### config.mk
export PLATFORM = sky130hd
export DESIGN_NAME = keyed_wdt
export DESIGN_NICKNAME = d
export VERILOG_FILES = /design/src/rtl/keyed_wdt_pkg.sv /design/src/rtl/keyed_wdt_regs.sv /design/src/rtl/keyed_wdt_core.sv /design/src/rtl/keyed_wdt.sv
export SDC_FILE = /design/constraint.sdc
export NUM_CORES = 1
export LEC_CHECK = 0
export ABC_AREA = 1
export ABC_CLOCK_PERIOD_IN_PS = 2000
export BUFFER_PORTS_ARGS = -buffer_cell sky130_fd_sc_hd__clkbuf_2
export CAP_MARGIN = 10
export CORE_MARGIN = 5
export CORE_UTILIZATION = 55
export DETAILED_ROUTE_END_ITERATION = 8
export HOLD_SLACK_MARGIN = 0.08
export PLACE_DENSITY = 0.76
export SYNTH_ARGS = -nofsm -noshare
export SYNTH_HDL_FRONTEND = slang
export SYNTH_SLANG_ARGS = --single-unit
### constraint.sdc
create_clock -name clk -period 2 [get_ports clk]
set_clock_uncertainty 0.2 [all_clocks]
set_input_delay 0.1 -clock clk [delete_from_list [all_inputs] [get_ports clk]]
set_output_delay 0.1 -clock clk [all_outputs]
set_load 0.02 [all_outputs]
### src/rtl/keyed_wdt_pkg.sv
package keyed_wdt_pkg;
    localparam int ADDR_W = 6;
    localparam int DATA_W = 16;
    localparam int CNT_W  = 2 * DATA_W;

    localparam logic [ADDR_W-1:0] OFS_LOAD_LO = 6'h00;
    localparam logic [ADDR_W-1:0] OFS_LOAD_HI = 6'h04;
    localparam logic [ADDR_W-1:0] OFS_CTRL    = 6'h08;
    localparam logic [ADDR_W-1:0] OFS_LOCK    = 6'h20;
    localparam logic [ADDR_W-1:0] OFS_BOOT    = 6'h28;
    localparam logic [ADDR_W-1:0] OFS_IF_EN   = 6'h2C;
    localparam logic [ADDR_W-1:0] OFS_CLK_EN  = 6'h30;

    localparam int CTL_RUN   = 1;
    localparam int CTL_NEW   = 2;
    localparam int CTL_RSTEN = 3;
    localparam int EN_BIT    = 2;
    localparam int NUM_GATES = 2;

    localparam logic [DATA_W-1:0] UNLOCK_KEY = 16'hE551;

    typedef enum logic [1:0] {
        ST_IDLE,
        ST_COUNT,
        ST_FIRE,
        ST_HALT
    } wdt_state_e;
endpackage

### src/rtl/keyed_wdt_regs.sv
module keyed_wdt_regs
    import keyed_wdt_pkg::*;
(
    input  logic              clk,
    input  logic              rst_n,
    input  logic              por_n,
    input  logic              wr_en,
    input  logic [ADDR_W-1:0] addr,
    input  logic [DATA_W-1:0] wdata,
    output logic [DATA_W-1:0] rdata,
    output logic [CNT_W-1:0]  load_val,
    output logic              load_pulse,
    output logic              run,
    output logic              rst_en,
    output logic              gate_ok,
    output logic              locked,
    output logic [DATA_W-1:0] boot_code
);
    logic [DATA_W-1:0] lo_q, hi_q, boot_q;
    logic              run_q, rsten_q, locked_q;
    logic [DATA_W-1:0] en_q [NUM_GATES];
    logic [NUM_GATES-1:0] gate_bits;

    logic open_wr;
    assign open_wr = wr_en && !locked_q;

    always_ff @(posedge clk or negedge rst_n) begin
        if (!rst_n) begin
            locked_q <= 1'b1;
            lo_q     <= '0;
            hi_q     <= '0;
            run_q    <= 1'b0;
            rsten_q  <= 1'b0;
        end else begin
            if (wr_en && addr == OFS_LOCK)
                locked_q <= (wdata != UNLOCK_KEY);
            if (open_wr && addr == OFS_LOAD_LO)
                lo_q <= wdata;
            if (open_wr && addr == OFS_LOAD_HI)
                hi_q <= wdata;
            if (open_wr && addr == OFS_CTRL) begin
                run_q   <= wdata[CTL_RUN];
                rsten_q <= wdata[CTL_RSTEN];
            end
        end
    end

    for (genvar g = 0; g < NUM_GATES; g++) begin : g_gate
        localparam logic [ADDR_W-1:0] GATE_OFS = (g == 0) ? OFS_IF_EN : OFS_CLK_EN;
        always_ff @(posedge clk or negedge rst_n) begin
            if (!rst_n)
                en_q[g] <= '0;
            else if (wr_en && addr == GATE_OFS)
                en_q[g] <= wdata;
        end
        assign gate_bits[g] = en_q[g][EN_BIT];
    end

    always_ff @(posedge clk or negedge por_n) begin
        if (!por_n)
            boot_q <= '0;
        else if (wr_en && addr == OFS_BOOT)
            boot_q <= wdata;
    end

    always_comb begin
        rdata = '0;
        unique case (addr)
            OFS_LOAD_LO: rdata = lo_q;
            OFS_LOAD_HI: rdata = hi_q;
            OFS_CTRL: begin
                rdata[CTL_RUN]   = run_q;
                rdata[CTL_RSTEN] = rsten_q;
            end
            OFS_LOCK:   rdata[0] = locked_q;
            OFS_BOOT:   rdata = boot_q;
            OFS_IF_EN:  rdata = en_q[0];
            OFS_CLK_EN: rdata = en_q[1];
            default:    rdata = '0;
        endcase
    end

    assign load_val   = {hi_q, lo_q};
    assign load_pulse = open_wr && addr == OFS_CTRL && wdata[CTL_NEW];
    assign run        = run_q;
    assign rst_en     = rsten_q;
    assign gate_ok    = &gate_bits;
    assign locked     = locked_q;
    assign boot_code  = boot_q;
endmodule

### src/rtl/keyed_wdt_core.sv
module keyed_wdt_core
    import keyed_wdt_pkg::*;
#(
    parameter int CW         = 32,
    parameter int RST_CYCLES = 8
) (
    input  logic          clk,
    input  logic          rst_n,
    input  logic          tick,
    input  logic          run,
    input  logic          gate_ok,
    input  logic          rst_en,
    input  logic          load_pulse,
    input  logic [CW-1:0] load_val,
    output logic          rst_req,
    output logic [CW-1:0] count
);
    localparam int FC_W = $clog2(RST_CYCLES + 1);
    localparam logic [FC_W-1:0] FC_LAST = FC_W'(RST_CYCLES - 1);

    wdt_state_e      state_q, state_d;
    logic [FC_W-1:0] fc_q;
    logic [CW-1:0]   cnt_q;
    logic            active;

    assign active = run && gate_ok;

    always_comb begin
        state_d = state_q;
        unique case (state_q)
            ST_IDLE:  if (active) state_d = ST_COUNT;
            ST_COUNT: begin
                if (!active)
                    state_d = ST_IDLE;
                else if (cnt_q == '0 && rst_en)
                    state_d = ST_FIRE;
            end
            ST_FIRE:  if (fc_q == FC_LAST) state_d = ST_HALT;
            ST_HALT:  state_d = ST_HALT;
        endcase
    end

    always_ff @(posedge clk or negedge rst_n) begin
        if (!rst_n) begin
            state_q <= ST_IDLE;
            fc_q    <= '0;
        end else begin
            state_q <= state_d;
            fc_q    <= (state_q == ST_FIRE) ? fc_q + 1'b1 : '0;
        end
    end

    always_ff @(posedge clk or negedge rst_n) begin
        if (!rst_n)
            cnt_q <= '0;
        else if (load_pulse)
            cnt_q <= load_val;
        else if (state_q == ST_COUNT && active && tick && cnt_q != '0)
            cnt_q <= cnt_q - 1'b1;
    end

    always_comb begin
        rst_req = (state_q == ST_FIRE);
        count   = cnt_q;
    end
endmodule

### src/rtl/keyed_wdt.sv
module keyed_wdt
    import keyed_wdt_pkg::*;
#(
    parameter int RST_CYCLES = 8
) (
    input  logic              clk,
    input  logic              rst_n,
    input  logic              por_n,
    input  logic              tick,
    input  logic              wr_en,
    input  logic [ADDR_W-1:0] addr,
    input  logic [DATA_W-1:0] wdata,
    output logic [DATA_W-1:0] rdata,
    output logic              rst_req
);
    logic [CNT_W-1:0]  load_val_w, cnt_w;
    logic              load_pulse_w, run_w, rst_en_w, gate_ok_w, locked_w;
    logic [DATA_W-1:0] boot_w;

    keyed_wdt_regs u_regs (
        .clk        (clk),
        .rst_n      (rst_n),
        .por_n      (por_n),
        .wr_en      (wr_en),
        .addr       (addr),
        .wdata      (wdata),
        .rdata      (rdata),
        .load_val   (load_val_w),
        .load_pulse (load_pulse_w),
        .run        (run_w),
        .rst_en     (rst_en_w),
        .gate_ok    (gate_ok_w),
        .locked     (locked_w),
        .boot_code  (boot_w)
    );

    keyed_wdt_core #(
        .CW         (CNT_W),
        .RST_CYCLES (RST_CYCLES)
    ) u_core (
        .clk        (clk),
        .rst_n      (rst_n),
        .tick       (tick),
        .run        (run_w),
        .gate_ok    (gate_ok_w),
        .rst_en     (rst_en_w),
        .load_pulse (load_pulse_w),
        .load_val   (load_val_w),
        .rst_req    (rst_req),
        .count      (cnt_w)
    );
endmodule

==> flow_summary.ini <==
[outcome]
outcome = finished clean

[finish]
finalNetCount = 1027
nFillCells = 803
post_route_cells_drive_above_1_share_pct = 20.0
final_design_area_no_fill_um2 = 8280
n_antenna_cell = 0
area.growth.synth_to_final_pct = 28.3

[grt]
grt_antenna_before_repair = 0
grt_use_met2_pct = 42.2
met1_usage_pct = 36.8
first_global_vias = 6106
globalRoute.busiestLayer = met2
largest_net_degree_at_the_start_of_global_routing = 38
global_route.usage.total_pct = 26.9
grt_first_pass_wirelength_um = 30500
gr-total-overflow = 0
grt_util_met3_pct = 5.92

[routing]
routed_via_density = 5.59
routed_wire_length_per_instance_um = 16.1
drtAntennaViolNets = 0
remaining_drc_errors = 0
drt_iter0_markers = 679
dr.pass1.iters = 6
drt-total-wl_um = 18600
routed-via-count = 6441

[floorplan]
row_count = 39
i_o_pin_count = 44
dieArea_um2 = 14000
dieWidth_um = 118
core_region_area_um2 = 11500
floorplan.initialDensity_pct = 56.3
die_height_um = 118

[hold_path]
min_path_cells = 6
timing.hold.worst.class = in -> reg

[clocking]
numCtsBuffers = 17
clk_transition_reported_paths_ns = 0.06
clock_sinks = 121
max-clock-path-buffers = 2
insertion_delay_ns = 0.42
ctsHtreeMaxLevel = 4
cts_root_buf = clkbuf_16
cts_tree = done

[timing]
timing.final.ws_setup_ns = 0.0701
setup-violations-final = 0
rsz0062_at_grt = true
worstMarginPinSlew_ns = 0.720
max-slew-margin-rel_pct = 51.8
achievable-frequency_mhz = 518
fin_tns_setup_ns = 0
min_period_over_period_pct = 96.5
fin_crit_ns = 1.93
hold_viol = 0
slew_violations = 0

[synth]
top_area_cell_type_share_of_the_netlist_area_pct = 46.5
ys_seq_elements = 121
postSynthNetCount = 898
synth_area_leaders = dfrtp_1 47%, nand2_1 19%, o21ai_0 7.1%, nand3_1 4.3%, nor2_1 4.2%
syn_area_per_cell_um2 = 7.43
yosys_warnings = 0
post_synth_num_cell_types = 33
synth.yosys.seq_area_share_pct = 46.9
synthMostInstantiatedCell = nand2_1
edff_count_synth = 0
area_of_the_mapped_netlist_um2 = 6450
synth_top_area_cell = dfrtp_1
top_ff_cell_synth = dfrtp_1
postSynthCellCount = 869
synth.top_cells.by_count = 325 x nand2_1, 120 x dfrtp_1, 91 x o21ai_0, 72 x nor2_1, 64 x inv_1
synthArstFlopShare_pct = 100

[placement]
placedInstanceArea_um2 = 7300
dp_hpwl_um = 12700
port-buffer-count = 43
preCtsSetupSlack_ns = -0.144
global_placer_s_final_weighted_congestion = 0.905

[run]
max_cap_violations = 0

[critical_path]
cp_required_ns = 2.11
start_kind = flop
worst_setup_path_end_kind = flop
critical_path_arrival_ns = 2.04
cp_max_fo = 12
cp_common_cell = nand2_1
critical_path.slowest_cell = dfrtp_1
critPathKind = reg -> reg
worstPathCellList = nor2_2 -> nand2_1 -> nor2_2 -> nand2_1 -> buf_4 -> o21bai_4 -> nand2_4 -> clkbuf_16 -> nand2_1 -> nand2_1
worstRegToRegCells = 10
max_stage_delay_ns = 0.39

[pwr]
intPower_mw = 4.71
power_frac_clock_pct = 48.6
power.sequential.fraction_pct = 43.9
power_per_cell_area_nw_per_um2 = 754
overall_power_mw = 6.24
fraction_of_power_spent_switching_nets_pct = 24.5
maximum_ir_drop_on_the_vdd_rail_uv = 857
leakage_nw = 4.12
power_switching_mw = 1.53
comb_power_share_pct = 7.5
## layer usage
layer | vias up | part of all wire (%)
met5 | - | 0
met4 | 0 | 2.6
met3 | 46 | 6.5
met2 | 275 | 48
met1 | 3033 | 43
li1 | 3087 | -
## power by group through the flow
stage          sequential, mW  clock (mW)  combinational, mW
6_report                 2.74        3.04              0.466
5_1_grt                  2.75        3.18              0.532
4_1_cts                  2.73        3.05              0.451
3_5_place_dp             2.77           0              0.404
3_3_place_gp             2.77           0              0.389
2_1_floorplan            2.75           0              0.216
## repair_timing
item                                    4_1_cts  5_1_grt
buffers inserted                              0        1
hold buffers                                 26        0
resized for setup                             1       28
pin swaps                                     0        1
endpoints found under the hold margin       219        0
endpoints found under the setup margin       14       34
gates cloned                                  0        1
## worst max-delay path: cells and delay by family, from the launching register on
family | cells | cell delay [ns]
simple gates | 7 | 0.74
compound gates | 1 | 0.13
flops | 1 | 0.39
buf+inv | 2 | 0.35
## registers in the layout (all words and copies together) (netlist names)
register          cells
u_regs.en_q          32
u_regs.run            1
u_regs.hi_q          16
u_regs.boot_code     16
u_core.count         32
u_core.state_q        2
u_regs.lo_q          16
u_regs.locked         1
u_regs.rst_en         1
u_core.fc_q           4
## cells in the final DEF (no fill, tap or decap), drive strengths merged, types with 17 or more instances in the layout
cell,n
nand2,332
dfrtp,120
o21ai,109
nor2,82
buf,71
inv,70
clkbuf,64
nand3,56
nand4,27
dlygate4sd3,26
a22oi,17
## worst paths after layout
check	slack, ns	from	endpoint
worst max-delay path	0.07	u_core.count[24]$_DFFE_PN0P_	u_core.count[5]$_DFFE_PN0P_
worst min-delay path	0.22	addr[5]	u_regs.rst_en$_DFFE_PN0P_
worst max register to register	0.07	u_core.count[24]$_DFFE_PN0P_	u_core.count[5]$_DFFE_PN0P_
min in group asynchronous	0.53	rst_n	u_core.count[22]$_DFFE_PN0P_
worst min register to register	0.26	u_core.fc_q[0]$_DFF_PN0_	u_core.fc_q[0]$_DFF_PN0_
max in group asynchronous	0.44	rst_n	u_regs.locked$_DFFE_PN1P_
## stage by stage
stage / hold WS, ns / std cells / utilization, %
finish: 0.221 / 1153 / 72.2
global placement: -0.161 / 1094 / 63.7
floorplan: -0.396 / 869 / -
detailed placement: -0.161 / 1094 / 63.7
CTS: 0.185 / 1151 / 71.1
global route: 0.270 / 1153 / 72.2
## cell type report
type | count | area [µm²] | share of cell area [%]
inverter | 72 | 273 | 3.29
tap | 143 | 179 | 2.16
clock inverter | 10 | 119 | 1.44
multi-input combinational | 646 | 3100 | 37.4
sequential | 121 | 3030 | 36.6
clock buffer | 21 | 460 | 5.56
timing repair buffer | 140 | 1120 | 13.5
## cells by family (layout without fill, tap and decap cells)
| kind of cell | count (synthesis) | count (layout) | share of synthesized area (%) |
|---|---|---|---|
| flip-flops | 121 | 121 | 46.9 |
| adder cells (fa/ha/maj) | 2 | 2 | 0.388 |
| AND/OR/NAND/NOR | 507 | 507 | 33.7 |
| AO/OA/AOI/OAI | 129 | 129 | 11.4 |
| XOR/XNOR | 8 | 8 | 1.09 |
| buffers and inverters | 102 | 243 | 6.47 |
(Power assumes the default switching activity.)
